[config.mk]
export PLATFORM = sky130hd
export DESIGN_NAME = mbx_inbound
export DESIGN_NICKNAME = d
export VERILOG_FILES = /design/src/rtl/mbx_pkg.sv /design/src/rtl/mbx_queue.sv /design/src/rtl/mbx_pick.sv /design/src/rtl/mbx_regs.sv /design/src/rtl/mbx_inbound.sv
export SDC_FILE = /design/constraint.sdc
export NUM_CORES = 1
export LEC_CHECK = 0
export ABC_CLOCK_PERIOD_IN_PS = 4130
export BUFFER_PORTS_ARGS = -buffer_cell sky130_fd_sc_hd__buf_2
export CAP_MARGIN = 20
export CORE_ASPECT_RATIO = 0.6
export CORE_MARGIN = 10
export CORE_UTILIZATION = 35
export CTS_CLUSTER_DIAMETER = 120
export CTS_CLUSTER_SIZE = 40
export DETAILED_ROUTE_END_ITERATION = 10
export GPL_ROUTABILITY_DRIVEN = 0
export GPL_TIMING_DRIVEN = 0
export HOLD_SLACK_MARGIN = 0.15
export PLACE_DENSITY = 0.55
export SYNTH_ARGS = -nofsm -noshare
export SYNTH_HDL_FRONTEND = slang
export SYNTH_SLANG_ARGS = --single-unit
[constraint.sdc]
create_clock -name clk -period 4.13 [get_ports clk]
set_input_delay 0.6195 -clock clk [delete_from_list [all_inputs] [get_ports clk]]
set_output_delay 0.6195 -clock clk [all_outputs]
set_load 0.02 [all_outputs]
[src/rtl/mbx_pkg.sv]
package mbx_pkg;

  typedef enum logic [2:0] {
    ACC_NONE,
    ACC_POP,
    ACC_PEEK,
    ACC_STAT,
    ACC_CFG
  } mbx_acc_e;

  localparam logic [7:0] OFF_PEEK = 8'h90;
  localparam logic [7:0] OFF_STAT = 8'h98;
  localparam logic [7:0] OFF_CFG  = 8'h9C;
  localparam logic [3:0] POP_HI   = 4'h8;

  localparam int STAT_FULL_BIT  = 31;
  localparam int STAT_EMPTY_BIT = 30;
  localparam int CFG_EN_BIT     = 0;
  localparam int CFG_PEND_BIT   = 4;

  function automatic mbx_acc_e mbx_decode(input logic [7:0] off);
    mbx_acc_e a;
    if (off[7:4] == POP_HI && off[1:0] == 2'b00) a = ACC_POP;
    else if (off == OFF_PEEK)                    a = ACC_PEEK;
    else if (off == OFF_STAT)                    a = ACC_STAT;
    else if (off == OFF_CFG)                     a = ACC_CFG;
    else                                         a = ACC_NONE;
    return a;
  endfunction

endpackage

[src/rtl/mbx_queue.sv]
module mbx_queue #(
  parameter int          W       = 32,
  parameter int          DEPTH   = 8,
  parameter logic [W-1:0] INVALID = '1,
  localparam int         CW      = $clog2(DEPTH + 1)
) (
  input  logic          clk,
  input  logic          rst_n,
  input  logic          push,
  input  logic [W-1:0]  push_data,
  input  logic          pop,
  output logic [W-1:0]  head,
  output logic [CW-1:0] level,
  output logic          full,
  output logic          empty
);

  logic [W-1:0]  slot     [DEPTH];
  logic [W-1:0]  slot_nxt [DEPTH];
  logic [CW-1:0] level_q;
  logic [CW-1:0] level_nxt;
  logic [CW-1:0] wr_idx;

  // Write slot: the tail, moved down one when a removal shifts the queue.
  assign wr_idx = pop ? level_q - CW'(1) : level_q;

  always_comb begin
    for (int i = 0; i < DEPTH; i++) begin
      if (pop) slot_nxt[i] = (i < DEPTH - 1) ? slot[(i < DEPTH - 1) ? i + 1 : i] : INVALID;
      else     slot_nxt[i] = slot[i];
      if (push && wr_idx == CW'(i)) slot_nxt[i] = push_data;
    end
    level_nxt = level_q;
    if (push && !pop)      level_nxt = level_q + CW'(1);
    else if (pop && !push) level_nxt = level_q - CW'(1);
  end

  always_ff @(posedge clk) begin
    if (!rst_n) begin
      level_q <= '0;
      for (int i = 0; i < DEPTH; i++) slot[i] <= INVALID;
    end else begin
      level_q <= level_nxt;
      for (int i = 0; i < DEPTH; i++) slot[i] <= slot_nxt[i];
    end
  end

  assign head  = slot[0];
  assign level = level_q;
  assign full  = (level_q == CW'(DEPTH));
  assign empty = (level_q == '0);

endmodule

[src/rtl/mbx_pick.sv]
module mbx_pick #(
  parameter int N = 4
) (
  input  logic         en,
  input  logic [N-1:0] req,
  output logic [N-1:0] gnt
);

  logic [N-1:0] seen;

  // Fixed priority: index 0 wins; 'seen' marks a lower requester.
  genvar g;
  generate
    for (g = 0; g < N; g++) begin : g_prio
      if (g == 0) begin : g_first
        assign seen[g] = 1'b0;
      end else begin : g_rest
        assign seen[g] = seen[g-1] | req[g-1];
      end
      assign gnt[g] = en & req[g] & ~seen[g];
    end
  endgenerate

endmodule

[src/rtl/mbx_regs.sv]
module mbx_regs
  import mbx_pkg::*;
#(
  parameter int           W       = 32,
  parameter int           CW      = 4,
  parameter logic [W-1:0] INVALID = '1
) (
  input  logic          clk,
  input  logic          rst_n,
  input  logic          reg_rd,
  input  logic          reg_wr,
  input  logic [7:0]    reg_addr,
  input  logic [3:0]    reg_be,
  input  logic          wr_en_bit,
  input  logic [W-1:0]  head,
  input  logic [CW-1:0] level,
  input  logic          full,
  input  logic          empty,
  output logic [W-1:0]  rdata,
  output logic          host_pop,
  output logic          cfg_en
);

  mbx_acc_e acc;
  logic     whole;
  logic [W-1:0] stat_w;
  logic [W-1:0] cfg_w;

  assign whole    = (reg_be == 4'hF);
  assign acc      = whole ? mbx_decode(reg_addr) : ACC_NONE;
  assign host_pop = reg_rd && acc == ACC_POP && !empty;

  always_comb begin
    stat_w                 = '0;
    stat_w[STAT_FULL_BIT]  = full;
    stat_w[STAT_EMPTY_BIT] = empty;
    stat_w[7:0]            = 8'(level);
    cfg_w                  = '0;
    cfg_w[CFG_EN_BIT]      = cfg_en;
    cfg_w[CFG_PEND_BIT]    = !empty;
  end

  always_comb begin
    rdata = '0;
    if (reg_rd) begin
      unique case (acc)
        ACC_POP:  rdata = empty ? INVALID : head;
        ACC_PEEK: rdata = head;
        ACC_STAT: rdata = stat_w;
        ACC_CFG:  rdata = cfg_w;
        default:  rdata = '0;
      endcase
    end
  end

  always_ff @(posedge clk) begin
    if (!rst_n)                         cfg_en <= 1'b0;
    else if (reg_wr && acc == ACC_CFG)  cfg_en <= wr_en_bit;
  end

endmodule

[src/rtl/mbx_inbound.sv]
module mbx_inbound #(
  parameter int              DATA_W  = 32,
  parameter int              DEPTH   = 8,
  parameter int              N_CH    = 4,
  parameter logic [DATA_W-1:0] INVALID = '1
) (
  input  logic                     clk,
  input  logic                     rst_n,
  input  logic                     reg_rd,
  input  logic                     reg_wr,
  input  logic [7:0]               reg_addr,
  input  logic [3:0]               reg_be,
  input  logic [DATA_W-1:0]        reg_wdata,
  output logic [DATA_W-1:0]        reg_rdata,
  input  logic [N_CH-1:0]          ch_valid,
  input  logic [N_CH*DATA_W-1:0]   ch_data,
  output logic [N_CH-1:0]          ch_ready,
  output logic                     irq
);

  localparam int CW = $clog2(DEPTH + 1);

  logic [DATA_W-1:0] head;
  logic [CW-1:0]     q_level;
  logic              q_full;
  logic              q_empty;
  logic              host_pop;
  logic              cfg_en;
  logic              room;
  logic              push;
  logic [DATA_W-1:0] push_data;

  // A removal in this cycle frees a slot for a word taken in the same cycle.
  assign room = !q_full || host_pop;

  mbx_pick #(.N(N_CH)) u_pick (
    .en  (room),
    .req (ch_valid),
    .gnt (ch_ready)
  );

  assign push = |ch_ready;

  always_comb begin
    push_data = '0;
    for (int i = 0; i < N_CH; i++)
      if (ch_ready[i]) push_data = push_data | ch_data[i*DATA_W +: DATA_W];
  end

  mbx_queue #(.W(DATA_W), .DEPTH(DEPTH), .INVALID(INVALID)) u_queue (
    .clk       (clk),
    .rst_n     (rst_n),
    .push      (push),
    .push_data (push_data),
    .pop       (host_pop),
    .head      (head),
    .level     (q_level),
    .full      (q_full),
    .empty     (q_empty)
  );

  mbx_regs #(.W(DATA_W), .CW(CW), .INVALID(INVALID)) u_regs (
    .clk       (clk),
    .rst_n     (rst_n),
    .reg_rd    (reg_rd),
    .reg_wr    (reg_wr),
    .reg_addr  (reg_addr),
    .reg_be    (reg_be),
    .wr_en_bit (reg_wdata[0]),
    .head      (head),
    .level     (q_level),
    .full      (q_full),
    .empty     (q_empty),
    .rdata     (reg_rdata),
    .host_pop  (host_pop),
    .cfg_en    (cfg_en)
  );

  assign irq = !q_empty && cfg_en;

endmodule

==> out/results.txt <==
count of pins over their slew limit -> 0
status -> completed
FP Rows -> 56
routed via count -> 12,240
Syn. warnings -> 0
placed cells -> 2,369
synth cell count leaders -> nand2_1, dfxtp_1, nand3_1
cells taking the most area after synthesis -> dfxtp_1, mux2_2, nand2_1
CP startpoint -> u_queue.level[0]
register area -> 5230 um2
Worst-path clk slew -> 0.16 ns
Top Ports -> 217
CP delay by family, top -> buffers and inverters
Core Footprint -> 39,400 um2
CTS Sinks -> 261
H-tree levels -> 1
first-pass GRT wire length -> 72,300 um
syn avg cell area -> 8.45 um2
worst-skew pair later-pin latency -> 0.51 ns
CTS Buf Count -> 10
Layout fillers -> 4,064
most used cell, CP -> ha_1
Die Wd -> 279 um
CP max stage delay -> 0.52 ns
routed len/inst -> 19.5 um
All-Layer GR Usage -> 18.3%
P_leak -> 6.70 nW
DRT Wirelength -> 46,300 um
worst r2r src -> u_queue.level[0]
RSZ-0062 raised after global routing -> no
cell count after synthesis -> 1,664
CTS root buffer -> clkbuf_16
die area -> 48,900 um2
final global-route overflow total -> 0
Sum Neg Setup Slack -> 0 ns
initial DRC count -> 927
Seq/Total Area, Yosys -> 37.2%
Via density -> 5.14
Slowest cell on crit path -> dfxtp_1
worst min-delay path startpoint -> reg_wdata[0]
Max Cap Viol -> 0
TritonCTS clock tree -> done
PD cells -> 353 nW/um2
Max Clk Rate -> 0.253 GHz
CP bufs+invs -> 6
Post-Syn Nets -> 1,847
post-synth cell types -> 55
Max Clock Skew -> 0.0444 ns
Final Critical Period -> 3.95 ns
Non-Filler Instances -> 2,380
worst path required time -> 4.58 ns
Final Cycle Share -> 95.7%
antenna viol nets, final -> 0
Die H -> 175 um
Diodes inserted -> 0
Hold/Removal Path Class -> input pin to register
#FFs+latches synth -> 261
kind of critical path -> register to register
# port buffers -> 182
number of synthesized flops with an enable pin -> 0
Initial Util -> 35.7%
initial antenna violation count -> 0
synthesized cell area -> 14,100 um2
multi-input logic area -> 8110 um2
P&R area growth vs syn -> 13.4%
most common cell in the synthesized netlist -> nand2_1
crit path capture type -> register
# setup viols final -> 0
post-DP HPWL -> 37,300 um
crit-path cells -> inv_1 -> ha_1 -> buf_4 -> or3b_4 -> and4_4 -> buf_6 -> clkinv_1 -> buf_2 -> clkbuf_2 -> ha_1 -> or3_1 -> a21boi_0
Main synth FF type -> dfxtp_1
Synth async-reset ratio -> 0%
Worst Tran Pin Value -> 1.13 ns
vias in the first global route -> 12,362
DR DRC count -> 0
crit-path max FO -> 19
first-pass detailed-route iteration total -> 5
largest net degree at the start of global routing -> 41
CTS Buffer Depth -> 3
Max VDD drop -> 0.233 mV
Arr. time, crit path -> 4.40 ns
Nets -> 2,041
critical path launch point type -> register
Final Hold Viols -> 0
post-synth top area cell -> dfxtp_1
share of layout cells above drive strength 1 -> 30.5%
max_slew headroom -> 24.1%
Synth top area share -> 37.2%
==> final cells by class <==
type / count / share of cell area [%]
well taps: 522 / 4.10
clock inverters: 1 / 0.126
repair buffers: 183 / 5.76
flip-flops and latches: 261 / 32.8
clock buffers: 11 / 1.73
multi-input cells: 1253 / 50.8
plain buffers: 143 / 4.55
inverters: 6 / 0.141
==> placed cells by master, fill, tap and decap left out, types with 8 or more instances in the layout <==
cell type / netlist / routed
nand2_1: 489 / 489
dfxtp_1: 261 / 261
nand3_1: 231 / 231
buf_2: 36 / 217
mux2_2: 192 / 192
clkbuf_1: 81 / 79
mux2_4: 60 / 60
a21oi_1: 37 / 37
nand3b_1: 34 / 34
a221oi_1: 32 / 32
or2_2: 32 / 32
o21a_1: 25 / 25
o21ai_2: 20 / 20
o21ai_0: 17 / 17
o21ai_1: 12 / 12
buf_1: 12 / 11
clkbuf_16: 0 / 11
buf_4: 7 / 8
==> logic make-up (layout without fill, tap and decap cells) <==
logic type,Yosys count,in the layout,synth area share [%]
compound gates,152,152,7.78
xor+xnor,5,5,0.311
fa+ha+maj,3,3,0.267
buf+inv,150,344,5.31
flops,261,261,37.2
mux,258,258,22.2
simple gates,835,835,26.9
==> registers in the layout, indices dropped and copies added (netlist names) <==
name           cells
u_queue.level      4
u_queue.slot     256
u_regs.cfg_en      1
==> power by group <==
group | switching, W | internal, W
Clock | 0.000827 | 0.000497
Sequential | 0.000163 | 0.00279
Combinational | 0.000728 | 0.000622
Total | 0.00172 | 0.00391
==> path summary, 6_finish.rpt <==
path              depth (start not counted)  slack, ns               end
setup / recovery                         12       0.18  u_queue.level[2]
hold / removal                            3       0.36     u_regs.cfg_en
setup reg to reg                         12       0.18  u_queue.level[2]
hold reg to reg                           2       0.57     u_regs.cfg_en
==> tightest hold or removal path, delay by kind of cell <==
kind,cells,cell delay [ns]
simple gates,1,0.09
buf+inv,1,0.07
mux,1,0.05
==> what timing repair did <==
item,4_1_cts,5_1_grt
resized for setup,3,5
setup buffers,0,0
setup endpoints to repair,35,8
hold buffers,0,0
pin swaps,0,0
==> metrics by stage <==
step           total power [W]  setup WS [ns]  util (%)  instance area (um2)  hold slack [ns]
2_1_floorplan          0.00392          0.704         -                14100            0.500
3_3_place_gp           0.00429          0.180      39.7                15600            0.528
3_5_place_dp           0.00434          0.161      39.7                15600            0.545
4_1_cts                0.00565          0.100      40.5                15900            0.351
5_1_grt                0.00588         0.0309      40.5                15900            0.362
6_report               0.00563          0.179      40.5                15900            0.356
==> routing by layer <==
metal | up-vias | share of wire, % | track usage, %
li1 | 6099 | - | -
met1 | 5668 | 54 | 29.0
met2 | 438 | 37 | 25.1
met3 | 35 | 7.8 | 3.39
met4 | 0 | 1.4 | 2.66
met5 | - | 0 | 0
Power figures use the tool's default switching activity.
